### config.mk
export PLATFORM = sky130hd
export DESIGN_NAME = bm_regfile
export DESIGN_NICKNAME = d
export VERILOG_FILES = /design/src/rtl/bm_pkg.sv /design/src/rtl/bm_tbl_ptr.sv /design/src/rtl/bm_cmd_ctl.sv /design/src/rtl/bm_stat_reg.sv /design/src/rtl/bm_regfile.sv
export SDC_FILE = /design/constraint.sdc
export NUM_CORES = 1
export LEC_CHECK = 0
export ABC_AREA = 1
export BUFFER_PORTS_ARGS = -buffer_cell sky130_fd_sc_hd__buf_2
export CAP_MARGIN = 20
export CORE_MARGIN = 5
export CORE_UTILIZATION = 40
export CTS_CLUSTER_DIAMETER = 60
export CTS_CLUSTER_SIZE = 10
export DETAILED_ROUTE_END_ITERATION = 7
export PLACE_DENSITY = 0.71
export SETUP_SLACK_MARGIN = 0.3
export SLEW_MARGIN = 0
export SYNTH_ARGS = -nofsm -noshare
export SYNTH_HDL_FRONTEND = slang
export SYNTH_SLANG_ARGS = --single-unit
### constraint.sdc
create_clock -name clk -period 3.5 [get_ports clk]
set_input_delay 0.35 -clock clk [delete_from_list [all_inputs] [get_ports clk]]
set_output_delay 0.35 -clock clk [all_outputs]
set_load 0.02 [all_outputs]
### src/rtl/bm_pkg.sv
package bm_pkg;

    localparam int ADDR_W   = 3;
    localparam int DATA_W   = 32;
    localparam int PTR_LANES = 4;

    localparam logic [ADDR_W-1:0] CMD_OFS  = 3'd0;
    localparam logic [ADDR_W-1:0] STAT_OFS = 3'd2;

    localparam logic [7:0] CMD_KEEP = 8'h09;
    localparam int CMD_START = 0;
    localparam int CMD_DIR   = 3;

    localparam int ST_ACT  = 0;
    localparam int ST_ERR  = 1;
    localparam int ST_IRQ  = 2;
    localparam int ST_CAP0 = 5;
    localparam int ST_CAP1 = 6;

    typedef enum logic [1:0] {
        SZ_BYTE = 2'd0,
        SZ_HALF = 2'd1,
        SZ_WORD = 2'd2,
        SZ_RSVD = 2'd3
    } acc_size_e;

    typedef struct packed {
        logic       cap1;
        logic       cap0;
        logic       irq;
        logic       err;
    } stat_flags_t;

    function automatic logic [DATA_W-1:0] size_mask(input logic [1:0] sz);
        logic [DATA_W-1:0] m;
        case (sz)
            SZ_BYTE: m = 32'h0000_00FF;
            SZ_HALF: m = 32'h0000_FFFF;
            default: m = 32'hFFFF_FFFF;
        endcase
        return m;
    endfunction

    function automatic logic [DATA_W-1:0] lane_mask(input logic [1:0] sz,
                                                    input logic [1:0] ofs);
        return size_mask(sz) << {ofs, 3'b000};
    endfunction

    function automatic logic [7:0] pack_status(input logic act,
                                               input stat_flags_t f);
        logic [7:0] s;
        s          = 8'h00;
        s[ST_ACT]  = act;
        s[ST_ERR]  = f.err;
        s[ST_IRQ]  = f.irq;
        s[ST_CAP0] = f.cap0;
        s[ST_CAP1] = f.cap1;
        return s;
    endfunction

endpackage

### src/rtl/bm_tbl_ptr.sv
module bm_tbl_ptr
    import bm_pkg::*;
#(
    parameter int LANES = PTR_LANES
) (
    input  logic                 clk,
    input  logic                 rst,
    input  logic                 wr_hit,
    input  logic [1:0]           ofs,
    input  logic [1:0]           sz,
    input  logic [LANES*8-1:0]   wdata,
    output logic [LANES*8-1:0]   base,
    output logic [LANES*8-1:0]   rd_data
);
    localparam int W = LANES * 8;

    logic [W-1:0] wide;
    logic [W-1:0] msk;

    assign wide = wdata << {ofs, 3'b000};
    assign msk  = lane_mask(sz, ofs);

    for (genvar i = 0; i < LANES; i++) begin : g_lane
        localparam logic [7:0] KEEP = (i == 0) ? 8'hFC : 8'hFF;
        always_ff @(posedge clk) begin
            if (rst) begin
                base[i*8 +: 8] <= 8'h00;
            end else if (wr_hit && msk[i*8]) begin
                base[i*8 +: 8] <= wide[i*8 +: 8] & KEEP;
            end
        end
    end

    assign rd_data = (base >> {ofs, 3'b000}) & size_mask(sz);

endmodule

### src/rtl/bm_cmd_ctl.sv
module bm_cmd_ctl
    import bm_pkg::*;
#(
    parameter int PTR_W      = 32,
    parameter int DESC_BYTES = 8
) (
    input  logic             clk,
    input  logic             rst,
    input  logic             cmd_wr,
    input  logic [7:0]       cmd_wdata,
    input  logic [PTR_W-1:0] base,
    input  logic             eng_idle,
    input  logic             eng_more,
    input  logic             eng_step,
    output logic [7:0]       cmd_q,
    output logic             act_q,
    output logic             start_p,
    output logic             stop_p,
    output logic [PTR_W-1:0] cur_ptr
);
    localparam logic [PTR_W-1:0] STEP = PTR_W'(DESC_BYTES);

    logic start_edge;
    assign start_edge = cmd_wr && (cmd_wdata[CMD_START] != cmd_q[CMD_START]);

    always_ff @(posedge clk) begin
        if (rst) begin
            cmd_q   <= 8'h00;
            act_q   <= 1'b0;
            start_p <= 1'b0;
            stop_p  <= act_q;
            cur_ptr <= '0;
        end else begin
            start_p <= 1'b0;
            stop_p  <= 1'b0;
            if (eng_idle) begin
                act_q <= eng_more;
            end
            if (eng_step) begin
                cur_ptr <= cur_ptr + STEP;
            end
            if (start_edge) begin
                if (!cmd_wdata[CMD_START]) begin
                    stop_p <= 1'b1;
                    act_q  <= 1'b0;
                end else begin
                    cur_ptr <= base;
                    if (!act_q) begin
                        act_q   <= 1'b1;
                        start_p <= 1'b1;
                    end
                end
            end
            if (cmd_wr) begin
                cmd_q <= cmd_wdata & CMD_KEEP;
            end
        end
    end

endmodule

### src/rtl/bm_stat_reg.sv
module bm_stat_reg
    import bm_pkg::*;
(
    input  logic       clk,
    input  logic       rst,
    input  logic       st_wr,
    input  logic [7:0] st_wdata,
    input  logic       dev_irq,
    input  logic       eng_err,
    input  logic       act,
    output logic [7:0] stat
);
    stat_flags_t flags;
    logic        irq_prev;
    logic        irq_rise;

    assign irq_rise = dev_irq && !irq_prev;

    always_ff @(posedge clk) begin
        if (rst) begin
            flags    <= '0;
            irq_prev <= 1'b0;
        end else begin
            irq_prev <= dev_irq;
            if (st_wr) begin
                if (st_wdata[ST_ERR]) flags.err <= 1'b0;
                if (st_wdata[ST_IRQ]) flags.irq <= 1'b0;
                flags.cap0 <= st_wdata[ST_CAP0];
                flags.cap1 <= st_wdata[ST_CAP1];
            end
            if (eng_err)  flags.err <= 1'b1;
            if (irq_rise) flags.irq <= 1'b1;
        end
    end

    assign stat = pack_status(act, flags);

endmodule

### src/rtl/bm_regfile.sv
module bm_regfile
    import bm_pkg::*;
#(
    parameter int DESC_BYTES = 8
) (
    input  logic        clk,
    input  logic        rst,
    input  logic        reg_wr,
    input  logic [2:0]  reg_addr,
    input  logic [1:0]  reg_size,
    input  logic [31:0] reg_wdata,
    output logic [31:0] reg_rdata,
    output logic        eng_start,
    output logic        eng_stop,
    output logic        xfer_dir,
    output logic [31:0] cur_ptr,
    input  logic        eng_idle,
    input  logic        eng_more,
    input  logic        eng_step,
    input  logic        eng_err,
    input  logic        dev_irq,
    output logic        irq_out
);
    localparam int PTR_W = PTR_LANES * 8;

    logic [7:0]       cmd_q;
    logic [7:0]       stat_q;
    logic             act_q;
    logic [PTR_W-1:0] base_q;
    logic [PTR_W-1:0] ptr_rd;
    logic             cmd_wr;
    logic             st_wr;
    logic             ptr_wr;

    assign cmd_wr = reg_wr && (reg_addr == CMD_OFS);
    assign st_wr  = reg_wr && (reg_addr == STAT_OFS);
    assign ptr_wr = reg_wr && reg_addr[2];

    bm_tbl_ptr #(.LANES(PTR_LANES)) u_ptr (
        .clk     (clk),
        .rst     (rst),
        .wr_hit  (ptr_wr),
        .ofs     (reg_addr[1:0]),
        .sz      (reg_size),
        .wdata   (reg_wdata),
        .base    (base_q),
        .rd_data (ptr_rd)
    );

    bm_cmd_ctl #(.PTR_W(PTR_W), .DESC_BYTES(DESC_BYTES)) u_cmd (
        .clk       (clk),
        .rst       (rst),
        .cmd_wr    (cmd_wr),
        .cmd_wdata (reg_wdata[7:0]),
        .base      (base_q),
        .eng_idle  (eng_idle),
        .eng_more  (eng_more),
        .eng_step  (eng_step),
        .cmd_q     (cmd_q),
        .act_q     (act_q),
        .start_p   (eng_start),
        .stop_p    (eng_stop),
        .cur_ptr   (cur_ptr)
    );

    bm_stat_reg u_stat (
        .clk      (clk),
        .rst      (rst),
        .st_wr    (st_wr),
        .st_wdata (reg_wdata[7:0]),
        .dev_irq  (dev_irq),
        .eng_err  (eng_err),
        .act      (act_q),
        .stat     (stat_q)
    );

    always_comb begin
        if (reg_addr[2]) begin
            reg_rdata = ptr_rd;
        end else if (reg_addr == CMD_OFS) begin
            reg_rdata = {24'h0, cmd_q};
        end else if (reg_addr == STAT_OFS) begin
            reg_rdata = {24'h0, stat_q};
        end else begin
            reg_rdata = '0;
        end
    end

    assign xfer_dir = cmd_q[CMD_DIR];
    assign irq_out  = dev_irq;

endmodule

# After elaboration in Yosys (flattened, before gate mapping)
# Cells that the tools add are included.
# classes
add_sub_neg	1
eq_ne	3
n_shift	3
mux	20
n_bitwise	3
reduce_logical	19
# ops
cell	count
32-bit 2-to-1 mux	4
32-bit case mux with 2 select lines	1
32-bit by 4-bit adder with 32-bit output (second input constant)	1
32-bit bitwise AND	1
32-bit by 5-bit left shift with 25-bit output	1
32-bit by 5-bit left shift with 32-bit output	1
32-bit by 5-bit right shift with 32-bit output	1
7-bit 2-to-1 mux	2
1-bit 2-to-1 mux	12
1-bit logical AND	9
2-bit nonzero test	4
2-bit AND reduction	2
3-bit by 2-bit equality test with 1-bit output (second input constant)	1
3-bit zero test	1
3-bit OR reduction	1
2-bit by 1-bit equality test with 1-bit output (second input constant)	1
2-bit zero test	1
2-bit 2-to-1 mux	1
1-bit inverter	2
1-bit zero test	1
1-bit != test	1
# word_totals
register_bits	72
input_bits	45
output_inout_bits	68
elab_cells	63

# Depth between registers and ports, before layout
# depth
word_depth	5
ltp_mapped	10
mapped_depth_nobuf	10

# Modules after synthesis
# A second synthesis with hierarchy kept.
# hier_totals
cells_unflattened	876
area_unflattened_um2	5283.8
# by_module_without_submodules
mod	instances	cells_per_inst	area_per_inst_um2	seq_area_each_um2
bm_tbl_ptr	1	430	2429.8	600.6
bm_cmd_ctl	1	322	2174.6	740.7
bm_regfile	1	97	471.7	0.0
bm_stat_reg	1	27	207.7	100.1

# Worst setup path before layout
# Ideal clock, no wire load.
# synth_timing
path_type	input -> output
start	input port reg_addr[0]
end	output port reg_rdata[10]
t_arrival_ps	1471
required_ps	3150
slack_ps	1679
stages	5
path_buffers	2
path_cell_list	inv_2 -> buf_6 -> buf_2 -> nand2_1 -> a221oi_1
# synth_between
elab_chain_cells	3
# synth_lines
item	line_no	rtl
from (decl)	bm_regfile.sv:9	input logic [2:0] reg_addr,
32-bit by 5-bit right shift with 32-bit output	bm_tbl_ptr.sv:34	assign rd_data = (base >> {ofs, 3'b000}) & size_mask(sz);
32-bit bitwise AND	bm_tbl_ptr.sv:34	
32-bit 2-to-1 mux	bm_regfile.sv:78	if (reg_addr[2]) begin
to (decl)	bm_regfile.sv:12	output logic [31:0] reg_rdata,
# Every way passes these cells.

# Worst setup path after layout
# layout_timing
start	input port reg_addr[0]
end	output port reg_rdata[8]
# The elaborated chain is that of the path after synthesis.

==> flow_metrics.py <==
metrics = {
    "die": {
        "fp.dieH_um": 116,
        "io-pin-count": 113,
        "core-area_um2": 10900,
        "start_util_pct": 41.1,
        "die_w_um": 116,
        "dieArea_um2": 13500,
        "rows": 38,
    },
    "cts": {
        "cts_hold_buf": 0,
        "cts_tree": "done",
        "clock-sinks": 70,
        "insertion_delay_ns": 0.33,
        "cts_root_buf": "clkbuf_16",
        "cts_made_buffers": 9,
        "htreeDepth": 3,
        "cts_setup_buffers": 0,
        "cts_resized": 0,
        "clkSlewWorstSetupHoldPaths_ns": 0.06,
        "clockBufferDepth": 2,
    },
    "timing": {
        "fin_skew_ns": 0.00471,
        "tns_ns": 0,
        "worst_slew_pin_slew_ns": 0.757,
        "fmax_mhz": 430,
        "slew_viol_final": 0,
        "finalCritPeriodShare_pct": 66.5,
        "slew_headroom_pct": 49.5,
        "hold_violations": 0,
        "rsz0062_at_grt": "false",
        "setup_viol": 0,
        "layout_min_cycle_time_ns": 2.33,
    },
    "setup_path": {
        "critPathKind": "in2out",
        "crit-reg2reg-capture": "u_cmd.cur_ptr[19]",
        "critPathArrivalTime_ns": 1.98,
        "reg2reg_depth": 10,
        "end_kind": "output pin",
        "reg2reg_slack_ns": 1.82,
        "reg2reg_from": "u_cmd.cur_ptr[3]",
        "cp-start-kind": "primary input",
        "crit_fanout": 30,
        "cp_data_required_time_ns": 3.15,
    },
    "global_route": {
        "use_met1_pct": 30.2,
        "grt_max_degree": 48,
        "grtUsageTotal_pct": 21.9,
        "grt_overflow": 0,
        "grt_pass1_wl_um": 23100,
        "met3_usage_pct": 4.86,
        "antenna_found_initial": 0,
        "grt_pass1_vias": 4509,
        "met2_usage_pct": 32.1,
        "top_usage_layer": "met2",
    },
    "synth": {
        "netlist_top_cells_count": "nand2_1 (156), inv_1 (91), o21ai_0 (72), dfxtp_1 (70), nor2_1 (60)",
        "netlist_instances": 683,
        "avgSynthCellArea_um2": 6.59,
        "ys_ff_latch": 70,
        "synthArstFlopShare_pct": 0,
        "yosysTopAreaCell": "dfxtp_1",
        "syn-cell-area_um2": 4500,
        "synth-seq-area-share_pct": 31.2,
        "netlist.area_leader.share_pct": 31.2,
        "ys_top_cells_by_area": "dfxtp_1 (31%), nand2_1 (13%), o21ai_0 (8.0%)",
        "synth_flop_cell": "dfxtp_1",
        "synth_cell_types": 42,
        "synth_most_common_cell": "nand2_1",
        "synth_edf_count": 0,
        "ys.warnings.count": 0,
    },
    "final_layout": {
        "drive_gt1_share_pct": 21.2,
        "fin_nets": 818,
        "final_cell_count_no_fill": 917,
        "syn2layout_area_growth_pct": 18.8,
        "antenna_cells": 0,
    },
    "detailed_routing": {
        "detail_route.wirelength_um": 14600,
        "first_pass_iters": 5,
        "vias": 4838,
        "drtIter0Drc": 368,
        "wire_per_inst_um": 15.9,
        "via_per_inst": 5.28,
        "drcViolationCount": 0,
        "ant_nets": 0,
    },
    "min_path": {
        "worstHoldPathCells": 3,
        "min_from": "dev_irq",
        "hold_class": "in2reg",
        "min_to": "u_stat.irq_prev",
    },
    "run_status": {
        "outcome": "completed",
    },
    "power_and_ir_drop": {
        "p_comb_share_pct": 15.0,
        "pwr-share-seq_pct": 39.6,
        "p_leak_uw": 0.00242,
        "powerDensity_nw_per_um2": 407,
        "p_int_uw": 1580,
        "p_clk_share_pct": 45.4,
        "power_switching_uw": 598,
        "vdd.ir_drop.worst_mv": 0.251,
        "sw_frac_of_total_pct": 27.5,
    },
    "placement": {
        "place_congestion": 0.928,
        "dp_cells": 901,
        "post-dp-hpwl_um": 11200,
        "port-buffer-count": 110,
    },
    "run": {
        "cap_violations": 0,
    },
}
==> registers in the layout, summed over array words and instances (netlist names) <==
name,count
u_stat.stat,4
u_cmd.start_p,1
u_cmd.stop_p,1
u_ptr.base,30
u_cmd.act_q,1
u_cmd.cur_ptr,30
u_stat.irq_prev,1
u_cmd.cmd_q,2
==> power by group through the flow <==
stage / clock network [uW] / registers [uW] / logic, uW
finish: 988 / 861 / 327
global route: 1030 / 863 / 361
detailed placement: 0 / 877 / 322
floorplan: 0 / 877 / 217
CTS: 989 / 859 / 324
global placement: 0 / 877 / 320
==> placed cells by master, fill, tap and decap left out, types with 2 or more instances in the layout <==
master	Yosys	routed
xor2_1	5	5
xnor2_1	5	5
o21ai_0	72	72
clkbuf_1	7	2
clkbuf_16	0	9
dfxtp_1	70	70
nand3_1	30	30
clkinv_2	0	2
nor2_1	60	60
nand3_2	2	2
buf_2	15	110
nand2_1	156	156
nor3_1	3	3
nand2_2	3	3
nand4_1	9	9
conb_1	1	2
o21bai_1	2	2
buf_4	7	4
nor2_4	7	7
o21ai_1	4	4
o211ai_1	7	7
o22ai_1	18	18
a21oi_1	54	54
a221oi_1	8	8
nand2_4	2	2
inv_1	91	91
a211oi_1	8	8
inv_2	6	6
bufinv_16	0	2
a211oi_2	10	10
==> worst max-delay path, cell delays in order <==
cell      delay (ns)
buf_2           0.24
inv_2           0.49
nand2_1         0.21
a221oi_1        0.43
buf_2           0.24
==> worst max-delay path by stage <==
stage	from	endpoint	slack, ns	depth (start not counted)
2_1_floorplan	reg_addr[0]	reg_rdata[10]	1.68	5
3_3_place_gp	reg_addr[0]	reg_rdata[12]	1.20	5
3_5_place_dp	reg_addr[0]	reg_rdata[12]	1.21	5
4_1_cts	reg_addr[0]	reg_rdata[12]	1.20	5
5_1_grt	reg_addr[0]	reg_rdata[12]	1.04	5
6_report	reg_addr[0]	reg_rdata[8]	1.17	5
==> kinds of logic (layout without fill, tap and decap cells) <==
kind of cell / after synthesis / count (layout) / synth area share, %
muxes: 1 / 1 / 0.223
buffers and inverters: 134 / 227 / 13.2
and+or+nand+nor: 278 / 278 / 27.9
xor gates and xnor gates: 10 / 10 / 1.95
adders and majority gates: 1 / 1 / 0.278
AOI/OAI and AO/OA: 188 / 188 / 25.3
DFF: 70 / 70 / 31.2
other: 1 / 2 / 0.0834
==> metrics by stage <==
step / worst slack [ns] / area (um^2) / hold WS, ns / util (%) / total power [uW]
global route: 1.04 / 5350 / 0.254 / 48.9 / 2260
global placement: 1.20 / 5030 / 0.419 / 46.0 / 1200
detailed placement: 1.21 / 5030 / 0.417 / 46.0 / 1200
floorplan: 1.68 / 4500 / 0.408 / - / 1090
finish: 1.17 / 5350 / 0.249 / 48.9 / 2180
CTS: 1.20 / 5350 / 0.245 / 48.9 / 2170
==> final cells by class <==
type                    count  area (um^2)
clock buffers              12          246
clock inverters             4         70.1
fillers                  1160         5590
inverters                  97          364
multi-input cells         480         2510
flip-flops and latches     70         1400
well taps                 140          175
repair buffers            114          581
==> per-layer routing <==
layer | vias to the layer above | wire length [um] | share of wire (%)
met5 | - | 0 | 0
met4 | 0 | 623 | 4.3
met3 | 43 | 1200 | 8.2
met2 | 228 | 6140 | 42
met1 | 2144 | 6610 | 45
li1 | 2423 | - | -
(Power assumes the default switching activity.)
